[config.mk]
export PLATFORM = sky130hd
export DESIGN_NAME = dptr_pair_sfr
export DESIGN_NICKNAME = d
export VERILOG_FILES = /design/src/rtl/dptr_pair_sfr.sv
export SDC_FILE = /design/constraint.sdc
export NUM_CORES = 1
export LEC_CHECK = 0
export CORE_UTILIZATION = 55
export DETAILED_ROUTE_END_ITERATION = 16
export HOLD_SLACK_MARGIN = 0.02
export PLACE_DENSITY = 0.95
export REMOVE_ABC_BUFFERS = 1
export SETUP_SLACK_MARGIN = 0.02
export SYNTH_ARGS = -nofsm -noshare
export SYNTH_HDL_FRONTEND = slang
export SYNTH_SLANG_ARGS = --single-unit
[constraint.sdc]
create_clock -name clk -period 3.7 [get_ports clk]
set_input_delay 0.925 -clock clk [delete_from_list [all_inputs] [get_ports clk]]
set_output_delay 0.925 -clock clk [all_outputs]
set_load 0.01 [all_outputs]
[src/rtl/dptr_pair_sfr.sv]
module dptr_pair_sfr #(
  parameter int unsigned PW       = 16,
  parameter logic [7:0]  LO_ADDR  = 8'h82,
  parameter logic [7:0]  HI_ADDR  = 8'h83,
  parameter logic [7:0]  AUX_ADDR = 8'h8E,
  parameter logic [7:0]  SEL_ADDR = 8'hA2
) (
  input  logic          clk,
  input  logic          rst_n,
  input  logic [7:0]    sfr_addr,
  input  logic          sfr_we,
  input  logic [7:0]    sfr_wdata,
  output logic [7:0]    sfr_rdata,
  input  logic          ptr_inc,
  input  logic          ptr_load,
  input  logic [PW-1:0] ptr_load_val,
  output logic [PW-1:0] ptr_active,
  input  logic          ale_in,
  output logic          ale_out,
  output logic          xram_en
);

  localparam logic [7:0] SEL_MASK = 8'h19;

  logic [PW-1:0] ptr0_q, ptr1_q;
  logic          sel_q;
  logic [1:0]    flag_q;
  logic          ale_off_q, xram_q;

  wire wr_lo  = sfr_we && (sfr_addr == LO_ADDR);
  wire wr_hi  = sfr_we && (sfr_addr == HI_ADDR);
  wire wr_sel = sfr_we && (sfr_addr == SEL_ADDR);
  wire wr_aux = sfr_we && (sfr_addr == AUX_ADDR);

  logic [PW-1:0] ptr_next;

  assign ptr_active = sel_q ? ptr1_q : ptr0_q;

  always_comb begin
    ptr_next = ptr_active;
    if (ptr_load)      ptr_next = ptr_load_val;
    else if (ptr_inc)  ptr_next = ptr_active + PW'(1);
    else if (wr_lo)    ptr_next[7:0] = sfr_wdata;
    else if (wr_hi)    ptr_next[15:8] = sfr_wdata;
  end

  always_ff @(posedge clk) begin
    if (!rst_n) begin
      ptr0_q    <= '0;
      ptr1_q    <= '0;
      sel_q     <= 1'b0;
      flag_q    <= 2'b00;
      ale_off_q <= 1'b0;
      xram_q    <= 1'b0;
    end else begin
      if (sel_q) ptr1_q <= ptr_next;
      else       ptr0_q <= ptr_next;
      if (wr_sel) begin
        sel_q  <= sfr_wdata[0];
        flag_q <= sfr_wdata[4:3];
      end
      if (wr_aux) begin
        ale_off_q <= sfr_wdata[0];
        xram_q    <= sfr_wdata[1];
      end
    end
  end

  always_comb begin
    sfr_rdata = 8'h00;
    if (sfr_addr == LO_ADDR)       sfr_rdata = ptr_active[7:0];
    else if (sfr_addr == HI_ADDR)  sfr_rdata = ptr_active[15:8];
    else if (sfr_addr == SEL_ADDR) sfr_rdata = {3'b000, flag_q, 2'b00, sel_q};
    else if (sfr_addr == AUX_ADDR) sfr_rdata = {6'b000000, xram_q, ale_off_q};
  end

  assign ale_out = ale_in & ~ale_off_q;
  assign xram_en = xram_q;

  AST_INC_WRAP: assert property (@(posedge clk) disable iff (!rst_n)
    (ptr_inc && !ptr_load && !wr_sel) |=> (ptr_active == $past(ptr_active) + PW'(1)));

  AST_LOAD_ACTIVE: assert property (@(posedge clk) disable iff (!rst_n)
    (ptr_load && !wr_sel) |=> (ptr_active == $past(ptr_load_val)));

  AST_INACTIVE_HELD: assert property (@(posedge clk) disable iff (!rst_n)
    (!sel_q) |=> $stable(ptr1_q));

  AST_INACTIVE_HELD1: assert property (@(posedge clk) disable iff (!rst_n)
    (sel_q) |=> $stable(ptr0_q));

  AST_SEL_MASKED: assert property (@(posedge clk) disable iff (!rst_n)
    wr_sel |=> ((sfr_addr != SEL_ADDR) || (sfr_rdata == ($past(sfr_wdata) & SEL_MASK))));

  AST_ALE_GATED: assert property (@(posedge clk) disable iff (!rst_n)
    (wr_aux && sfr_wdata[0]) |=> !ale_out);

  AST_CMD_OVER_BYTE: assert property (@(posedge clk) disable iff (!rst_n)
    (ptr_inc && !ptr_load && (wr_lo || wr_hi)) |=> (ptr_active == $past(ptr_active) + PW'(1)));

endmodule

==> metrics.yaml, run 1 <==
run_status:
  status: "finished, violations left"
  violations: "setup timing"
final_layout:
  antennaDiodeCount: 0
  final_nets: 459
  layout_common_cells: "clkdlybuf4s50_1, dfxtp_1, nand2_1"
  stdcell_count: 488
  layout_commonest_cell: "clkdlybuf4s50_1"
  nFillCells: 330
  drive_gt1_share_pct: 17.3
  area_delta_synth_final_pct: 30.5
drt:
  wl_um: 8800
  drc: 0
  ant_nets: 0
  drt_iter0_markers: 377
  wl_per_cell_um: 18.0
  via_per_inst: 6.50
  num_vias: 3174
  drt-pass1-iter-count: 5
logic_synthesis:
  synth.yosys.warnings: 0
  synth_top_area_share_pct: 26.1
  synth.cell_area_mm2: 0.00284
  synth-edff-count: 0
  ys_seq_elements: 37
  synth_cells: 351
  synthFlopType: "dfxtp_1"
  ys_seq_area_share_pct: 26.1
  synth_cell_types: 67
  yosys-top-cells-area: "dfxtp_1, a21oi_1, nand3_1, nand2_1, mux2i_1"
  synth_area_leader_cell: "dfxtp_1"
  synth.avg_cell_area_um2: 8.10
  synth-async-reset-ratio_pct: 0
sta:
  hold_violations: 0
  final.period_utilization_pct: 100
  setup_ws_ns: -0.0135
  fin_worst_skew_ns: 0.00378
  slew_headroom_pct: 47.7
  tns_ns: -0.0135
  setup_viol: 1
  timing.fmax_ghz: 0.269
  period_minus_slack_ns: 3.71
  rsz0062_at_grt: "true"
  drv_slew: 0
  tightest_slew_ns: 0.782
  hold_ws_ns: 0.469
critical_path:
  arrival_ns: 2.79
  path_max_fanout: 8
  crit_required_ns: 2.77
  setup.worst_path.class: "input pin to primary output"
  cp-end-kind: "primary output"
  cp-start-kind: "input pin"
clock_tree:
  hold_buffers: 0
  cts-buffers-inserted: 5
  clock_insertion_delay_worst_skew_ns: 0.30
  cts.sinks: 37
  cts_tree: "yes"
  cts-root-buf: "clkbuf_8"
  htree_levels: 2
  clockBufferDepth: 2
  clk_pin_slew_ns: 0.08
power_and_ir_drop:
  p_leak_nw: 1.52
  peakVddDrop_mv: 0.264
  finalPower_w: 0.000946
  power.density_mw_per_mm2: 255
die:
  rows: 25
  die_x_um: 73.9
  dieArea_mm2: 0.00546
  num_io_pins: 64
  core_area_mm2: 0.00485
  die_h_um: 73.9
  initial_core_util_pct: 58.6
global_routing:
  grt_pass1_vias: 2873
  grt_antenna_before_repair: 0
  grt_usage_pct: 33.9
  grt_pass1_wl_um: 14000
  grt_max_degree: 28
  grt_overflow: 0
min_path:
  hold_class: "flop to flop"
place:
  dpl_worst_slack_ns: -0.155
  gp_congestion: 0.986
  place_inst: 477
  hpwl_um: 6700
  io_buffers: 63
job:
  max_cap_violations: 0
## where the power goes
part	switching [W]	internal (W)	leakage, nW
Clock	0.000156	0.000130	0.0439
Sequential	0.0000145	0.000411	0.302
Combinational	0.000120	0.000115	1.17
## through the flow
| step | util (%) | instance area, um2 |
|---|---|---|
| 3_3_place_gp | 73.6 | 3570 |
| 5_1_grt | 76.5 | 3710 |
| 6_report | 76.5 | 3710 |
| 2_1_floorplan | - | 2700 |
| 3_5_place_dp | 73.6 | 3570 |
| 4_1_cts | 76.0 | 3690 |
## critical path, cell delays in order
cell	delay, ns
clkdlybuf4s50_1	0.46
nor4b_4	0.41
nand2_2	0.20
o22ai_2	0.22
clkdlybuf4s50_1	0.57
## state kept, by name (all words and copies together) (netlist names)
register,cells
ale_off_q,1
flag_q,2
ptr0_q,16
ptr1_q,16
sel_q,1
xram_en,1
## final timing paths
check / slack (ns) / cells past startpoint / to / startpoint
worst max-delay path: -0.01 / 5 / sfr_rdata[5] / sfr_addr[5]
worst min-delay path: 0.47 / 2 / flag_q[1]$_SDFFE_PN0P_ / flag_q[1]$_SDFFE_PN0P_
worst max register to register: 0.92 / 9 / ptr1_q[10]$_SDFFE_PN0P_ / sel_q$_SDFFE_PN0P_
worst min register to register: 0.47 / 2 / flag_q[1]$_SDFFE_PN0P_ / flag_q[1]$_SDFFE_PN0P_
## cell usage after synthesis (3+ instances only)
| cell | n |
|---|---|
| clkbuf_1 | 14 |
| nand3b_1 | 3 |
| o31ai_1 | 4 |
| nor2b_1 | 4 |
| o311a_1 | 4 |
| nor2_1 | 23 |
| mux2_2 | 8 |
| mux2i_1 | 10 |
| o21ai_0 | 19 |
| o221ai_1 | 4 |
| o22ai_1 | 7 |
| inv_1 | 18 |
| nand2_1 | 36 |
| nor3_1 | 7 |
| a211oi_1 | 3 |
| o21ai_1 | 4 |
| xnor2_1 | 5 |
| buf_2 | 3 |
| o22a_1 | 4 |
| nand3_1 | 28 |
| dfxtp_1 | 37 |
| a311oi_1 | 4 |
| and4_1 | 4 |
| a21oi_1 | 31 |
| buf_6 | 5 |
| nand2b_1 | 3 |
| a31oi_1 | 4 |
## area by class of cell
class	count	area (um2)	area share [%]
inverters	18	67.6	1.82
clock buffers	5	68.8	1.86
well taps	67	83.8	2.26
clock inverters	3	17.5	0.472
multi-input cells	272	1920	51.9
flip-flops and latches	37	742	20.0
repair buffers	86	805	21.7
## cells by family after synthesis
logic type      Yosys count  share of synthesized area, %
flops                    37                          26.1
compound gates          112                          28.8
xor+xnor                  6                          2.11
buf+inv                  42                          7.26
mux                      21                          8.19
fa+ha+maj                 1                         0.440
simple gates            132                          27.1
## what timing repair did
item | in CTS | in global routing
resized for setup | 14 | 5
pin swaps | 1 | 0
endpoints found under the setup margin | 8 | 4
hold endpoints to repair | 0 | 0
setup buffers | 2 | 0
cloned | 1 | 0
## metal layers
layer | global-route usage [%] | part of all wire [%]
met5 | 0 | 0
met4 | 16.5 | 3.3
met3 | 8.09 | 9.3
met2 | 55.5 | 48
met1 | 41.6 | 39
(Power assumes the default switching activity.)
==> run 2, diff against run 1 <==
CORE_UTILIZATION = 46   (was 55)
PLACE_DENSITY = 0.86   (was 0.95)
clock period = 3.4 ns   (was 3.7 ns; I/O delays follow)
==> metrics.yaml, run 2 (synthesis results as in run 1) <==
clock_tree:
  clockBufferDepth: 2  # unchanged
  cts.sinks: 37  # unchanged
  cts_tree: "yes"  # unchanged
  clk_pin_slew_ns: 0.08  # about the same
  cts-buffers-inserted: 5  # unchanged
  htree_levels: 2  # unchanged
  hold_buffers: 0  # unchanged
  cts-root-buf: "clkbuf_8"  # unchanged
  clock_insertion_delay_worst_skew_ns: 0.30  # about the same
place:
  gp_congestion: 0.959  # was 0.986
  hpwl_um: 6750  # was 6700 um
  io_buffers: 63  # unchanged
critical_path:
  worst_path_most_repeated_cell: "buf_4"  # was clkdlybuf4s50_1
  cp-start-kind: "input pin"  # unchanged
  path_max_fanout: 4  # was 8
  slowest_delay_ns: 0.49  # was 0.57 ns
  arrival_ns: 2.54  # was 2.79 ns
  crit_required_ns: 2.55  # was 2.77 ns
  cpMaxStageDelayCell: "clkdlybuf4s50_1"  # unchanged
  crit_path_cell_trace: "clkdlybuf4s50_1 > nor4b_4 > buf_4 > and4_4 > buf_4 > a221o_1 > dlygate4sd2_1"  # was clkdlybuf4s50_1 > nor4b_4 > nand2_2 > o22ai_2 > clkdlybuf4s50_1
  cp-end-kind: "primary output"  # unchanged
  setup.worst_path.class: "input pin to primary output"  # unchanged
sta:
  drv_slew: 0  # unchanged
  final.period_utilization_pct: 99.7
  period_minus_slack_ns: 3.39
  timing.fmax_ghz: 0.295
  hold_ws_ns: 0.479  # was 0.469 ns
  tightest_slew_ns: 0.768  # was 0.782 ns
  fin_worst_skew_ns: 0.00344  # was 0.00378 ns
  slew_headroom_pct: 48.8  # was 47.7%
  tns_ns: 0  # was -0.0135 ns
  setup_viol: 0  # was 1
  hold_violations: 0  # unchanged
global_routing:
  grt_usage_pct: 29.2  # was 33.9%
  grt_pass1_vias: 3042  # was 2873
  grt_antenna_before_repair: 0  # unchanged
  grt_overflow: 0  # unchanged
  grt_max_degree: 50  # was 28
  grt_pass1_wl_um: 14400  # was 14000 um
final_layout:
  reg.largest.list: "ptr0_q (16), ptr1_q (16), flag_q (2)"  # unchanged
  final_nets: 462  # was 459
  antennaDiodeCount: 0  # unchanged
  layout_commonest_cell: "clkdlybuf4s50_1"  # unchanged
  layout_common_cells: "clkdlybuf4s50_1, dfxtp_1, nand2_1"  # unchanged
  area_delta_synth_final_pct: 34.3  # was 30.5%
  nFillCells: 488  # was 330
  multi_input_area_mm2: 0.00195  # was 0.00192 mm2
  ff_latch_area_um2: 742  # unchanged
  drive_gt1_share_pct: 19.8  # was 17.3%
drt:
  via_per_inst: 6.41  # was 6.50
  drt_iter0_markers: 246  # was 377
  num_vias: 3199  # was 3174
  ant_nets: 0  # unchanged
  drc: 0  # unchanged
  drt-pass1-iter-count: 5  # unchanged
  wl_per_cell_um: 18.8  # was 18.0 um
  wl_um: 9370  # was 8800 um
die:
  initial_core_util_pct: 47.7  # was 58.6%
  num_io_pins: 64  # unchanged
  rows: 28  # was 25
  dieArea_mm2: 0.00650  # was 0.00546 mm2
  core_area_mm2: 0.00596  # was 0.00485 mm2
  die_x_um: 80.6  # was 73.9 um
  die_h_um: 80.6  # was 73.9 um
power_and_ir_drop:
  p_leak_nw: 1.56  # was 1.52 nW
  power.density_mw_per_mm2: 310  # was 255 mW/mm2
  peakVddDrop_mv: 0.203  # was 0.264 mV
min_path:
  hold_class: "flop to flop"  # unchanged
job:
  max_cap_violations: 0  # unchanged
run_status:
  status: "completed"  # was finished, violations left
-- run 2: changes by cell type in the layout (fill, tap and decap cells not counted), sizes merged --
cell and delta:
dlygate4sd2 +1, clkbuf +1, clkdlybuf4s50 -6, buf +4, clkinvlp -1, clkinv -1, bufinv +2, clkdlybuf4s15 +2
dlymetal6s2s +1
-- run 2: repair_timing --
item / 4_1_cts / 5_1_grt
pin swaps: 4 / 5
buffers inserted: 5 / 3
gates resized for setup: 30 / 10
setup endpoints to repair: 8 / 7
-- run 2: path summary, 6_finish.rpt --
path | start | endpoint | slack, ns | depth (start not counted)
setup / recovery | sfr_addr[7] | sfr_rdata[0] | 0.009 | 7
hold / removal | flag_q[0]$_SDFFE_PN0P_ | flag_q[0]$_SDFFE_PN0P_ | 0.48 | 2
setup reg to reg | sel_q$_SDFFE_PN0P_ | ptr1_q[10]$_SDFFE_PN0P_ | 0.90 | 8
hold reg to reg | flag_q[0]$_SDFFE_PN0P_ | flag_q[0]$_SDFFE_PN0P_ | 0.48 | 2
-- run 2: area by class of cell --
cell class	count	area share [%]
inverters	18	1.77
well taps	75	2.46
multi-input cells	272	51.0
clock inverters	3	1.70
repair buffers	89	21.9
clock buffers	5	1.80
flip-flops and latches	37	19.4
-- run 2: worst max-delay path, delay by kind of cell --
family | cells | cell delay [ns]
buf+inv | 4 | 1.05
simple gates | 2 | 0.50
compound gates | 1 | 0.13
-- run 2: report_power, final --
part	internal (W)	switching, W
Clock	0.000292	0.000171
Sequential	0.000447	0.0000149
Combinational	0.000127	0.000133
Total	0.000866	0.000318
-- run 2: metal layers --
metal,wire length [um],track usage (%)
met1,3670,35.0
met2,4470,49.0
met3,802,5.57
met4,432,15.4
met5,0,0
-- run 2: through the flow --
| stage | setup WS (ns) | total power, W | util (%) | cells | instance area, um2 |
|---|---|---|---|---|---|
| 2_1_floorplan | 0.211 | 0.000581 | - | 327 | 2700 |
| 3_3_place_gp | -0.354 | 0.000713 | 60.0 | 483 | 3580 |
| 3_5_place_dp | -0.350 | 0.000719 | 60.0 | 483 | 3580 |
| 4_1_cts | 0.0209 | 0.00118 | 63.3 | 496 | 3770 |
| 5_1_grt | -0.0601 | 0.00122 | 64.1 | 499 | 3820 |
| 6_report | 0.00915 | 0.00118 | 64.1 | 499 | 3820 |
==> run 3, diff against run 2 <==
--- a/config.mk
+++ b/config.mk
@@ -7,6 +7,7 @@
 export LEC_CHECK = 0
-export CORE_UTILIZATION = 46
+export CORE_UTILIZATION = 47
+export CTS_BUF_LIST = sky130_fd_sc_hd__clkbuf_8
 export DETAILED_ROUTE_END_ITERATION = 16
 export HOLD_SLACK_MARGIN = 0.02
-export PLACE_DENSITY = 0.86
+export PLACE_DENSITY = 0.87
 export REMOVE_ABC_BUFFERS = 1
==> constraint.sdc (replaced) <==
create_clock -name clk -period 3.4 [get_ports clk]
set_input_delay 0.34 -clock clk [delete_from_list [all_inputs] [get_ports clk]]
set_output_delay 0.34 -clock clk [all_outputs]
set_load 0.01 [all_outputs]
==> metrics.yaml, run 3 (synthesis results as in run 1) <==
critical_path:
  path_max_fanout: 26  # was 4
  cp-end-kind: "primary output"  # unchanged
  arrival_ns: 2.53  # was 2.54 ns
  crit_required_ns: 3.06  # was 2.55 ns
  setup.worst_path.class: "flop to primary output"  # was input pin to primary output
  cp-start-kind: "flop"  # was input pin
drt:
  drt-pass1-iter-count: 5  # unchanged
  wl_um: 8470  # was 9370 um
  via_per_inst: 6.45  # was 6.41
  drt_iter0_markers: 301  # was 246
  ant_nets: 0  # unchanged
  drc: 0  # unchanged
  wl_per_cell_um: 17.7  # was 18.8 um
  num_vias: 3083  # was 3199
final_layout:
  reg.largest.list: "ptr0_q (16), ptr1_q (16), flag_q (2)"  # unchanged
  fin_area_mm2: 0.00357  # was 0.00382 mm2
  final_nets: 444  # was 462
  nFillCells: 505  # was 488
  area_delta_synth_final_pct: 25.7  # was 34.3%
  antennaDiodeCount: 0  # unchanged
  drive_gt1_share_pct: 13.3  # was 19.8%
  layout_commonest_cell: "clkdlybuf4s50_1"  # unchanged
  layout_common_cells: "clkdlybuf4s50_1, nand2_1, dfxtp_1"  # was clkdlybuf4s50_1, dfxtp_1, nand2_1
clock_tree:
  cts_resized: 0  # was 30
  post-cts-setup-buffers: 0  # was 5
  cts-root-buf: "clkbuf_8"  # unchanged
  cts.sinks: 37  # unchanged
  clockBufferDepth: 2  # unchanged
  clock_insertion_delay_worst_skew_ns: 0.29  # was 0.30 ns
  htree_levels: 2  # unchanged
  cts-buffers-inserted: 5  # unchanged
  cts_tree: "yes"  # unchanged
  clk_pin_slew_ns: 0.07  # was 0.08 ns
  hold_buffers: 0  # unchanged
sta:
  timing.fmax_ghz: 0.348  # was 0.295 GHz
  final.period_utilization_pct: 84.4  # was 99.7%
  fin_worst_skew_ns: 0.00374  # was 0.00344 ns
  slew_headroom_pct: 48.0  # was 48.8%
  tns_ns: 0  # unchanged
  setup_viol: 0  # unchanged
  setup_ws_ns: 0.529  # was 0.00915 ns
  period_minus_slack_ns: 2.87  # was 3.39 ns
  hold_violations: 0  # unchanged
  tightest_slew_ns: 0.777  # was 0.768 ns
  drv_slew: 0  # unchanged
  rsz0062_at_grt: "false"
power_and_ir_drop:
  peakVddDrop_mv: 0.230  # was 0.203 mV
  swShare_pct: 29.8  # was 26.9%
  p_leak_nw: 1.36  # was 1.56 nW
  p_int_w: 0.000708  # was 0.000866 W
  power.density_mw_per_mm2: 282  # was 310 mW/mm2
  seq_power_share_pct: 45.8  # was 39.0%
  p_sw_w: 0.000301  # was 0.000318 W
  clockPowerShare_pct: 29.9  # was 39.0%
  p_comb_share_pct: 24.2  # was 21.9%
place:
  io_buffers: 63  # unchanged
  gp_congestion: 0.985  # was 0.959
  place_area_mm2: 0.00348  # was 0.00358 mm2
  hpwl_um: 6580  # was 6750 um
  dpl_worst_slack_ns: 0.611  # was -0.350 ns
global_routing:
  grt_usage_pct: 26.7  # was 29.2%
  grt_pass1_wl_um: 13200  # was 14400 um
  grt_antenna_before_repair: 0  # unchanged
  grt_max_degree: 27  # was 50
  grt_overflow: 0  # unchanged
  grt_pass1_vias: 2683  # was 3042
job:
  max_cap_violations: 0  # unchanged
die:
  num_io_pins: 64  # unchanged
  rows: 27  # was 28
  die_h_um: 79.8  # was 80.6 um
  die_x_um: 79.8  # was 80.6 um
  core_area_mm2: 0.00568  # was 0.00596 mm2
  initial_core_util_pct: 50.1  # was 47.7%
  dieArea_mm2: 0.00636  # was 0.00650 mm2
min_path:
  hold_class: "flop to flop"  # unchanged
run_status:
  status: "completed"  # unchanged
run 3: critical path, stage by stage, from the launching register on:
cell and delay [ns]:
dfxtp_2 0.65, buf_4 0.37, mux2i_1 0.49, o22ai_1 0.19
clkdlybuf4s50_1 0.53
run 3: final timing paths:
| kind | start | to | slack [ns] | depth (start not counted) |
|---|---|---|---|---|
| worst max-delay path | sel_q$_SDFFE_PN0P_ | sfr_rdata[5] | 0.53 | 4 |
| worst min-delay path | flag_q[1]$_SDFFE_PN0P_ | flag_q[1]$_SDFFE_PN0P_ | 0.46 | 2 |
| worst max register to register | sel_q$_SDFFE_PN0P_ | ptr1_q[10]$_SDFFE_PN0P_ | 0.80 | 8 |
| worst min register to register | flag_q[1]$_SDFFE_PN0P_ | flag_q[1]$_SDFFE_PN0P_ | 0.46 | 2 |
run 3: per-layer routing:
metal,part of all wire [%],track usage (%)
met2,48,45.1
met4,2.0,6.61
met5,0,0
met1,42,34.8
met3,8.0,4.80
run 3: through the flow:
step | std cells | util (%) | power (W) | hold slack, ns
final | 478 | 62.9 | 0.00101 | 0.463
after global routing | 478 | 62.9 | 0.00106 | 0.488
after CTS | 478 | 62.9 | 0.00101 | 0.467
after detailed placement | 470 | 61.4 | 0.000712 | 0.456
after global placement | 470 | 61.4 | 0.000707 | 0.444
after floorplan | 327 | - | 0.000581 | 0.437
run 3: power by group through the flow:
| stage | combinational (W) | clock [W] | sequential [W] |
|---|---|---|---|
| after CTS | 0.000242 | 0.000304 | 0.000462 |
| after global placement | 0.000236 | 0 | 0.000471 |
| after floorplan | 0.000113 | 0 | 0.000469 |
| after global routing | 0.000261 | 0.000334 | 0.000464 |
| after detailed placement | 0.000241 | 0 | 0.000472 |
| final | 0.000245 | 0.000302 | 0.000462 |
run 3: final cells by class:
cell class | count | area, um2 | share of cell area [%]
well taps | 72 | 90.1 | 2.52
clock buffers | 5 | 68.8 | 1.93
multi-input cells | 272 | 1890 | 53.0
inverters | 18 | 67.6 | 1.89
clock inverters | 3 | 17.5 | 0.491
flip-flops and latches | 37 | 742 | 20.8
repair buffers | 71 | 691 | 19.3
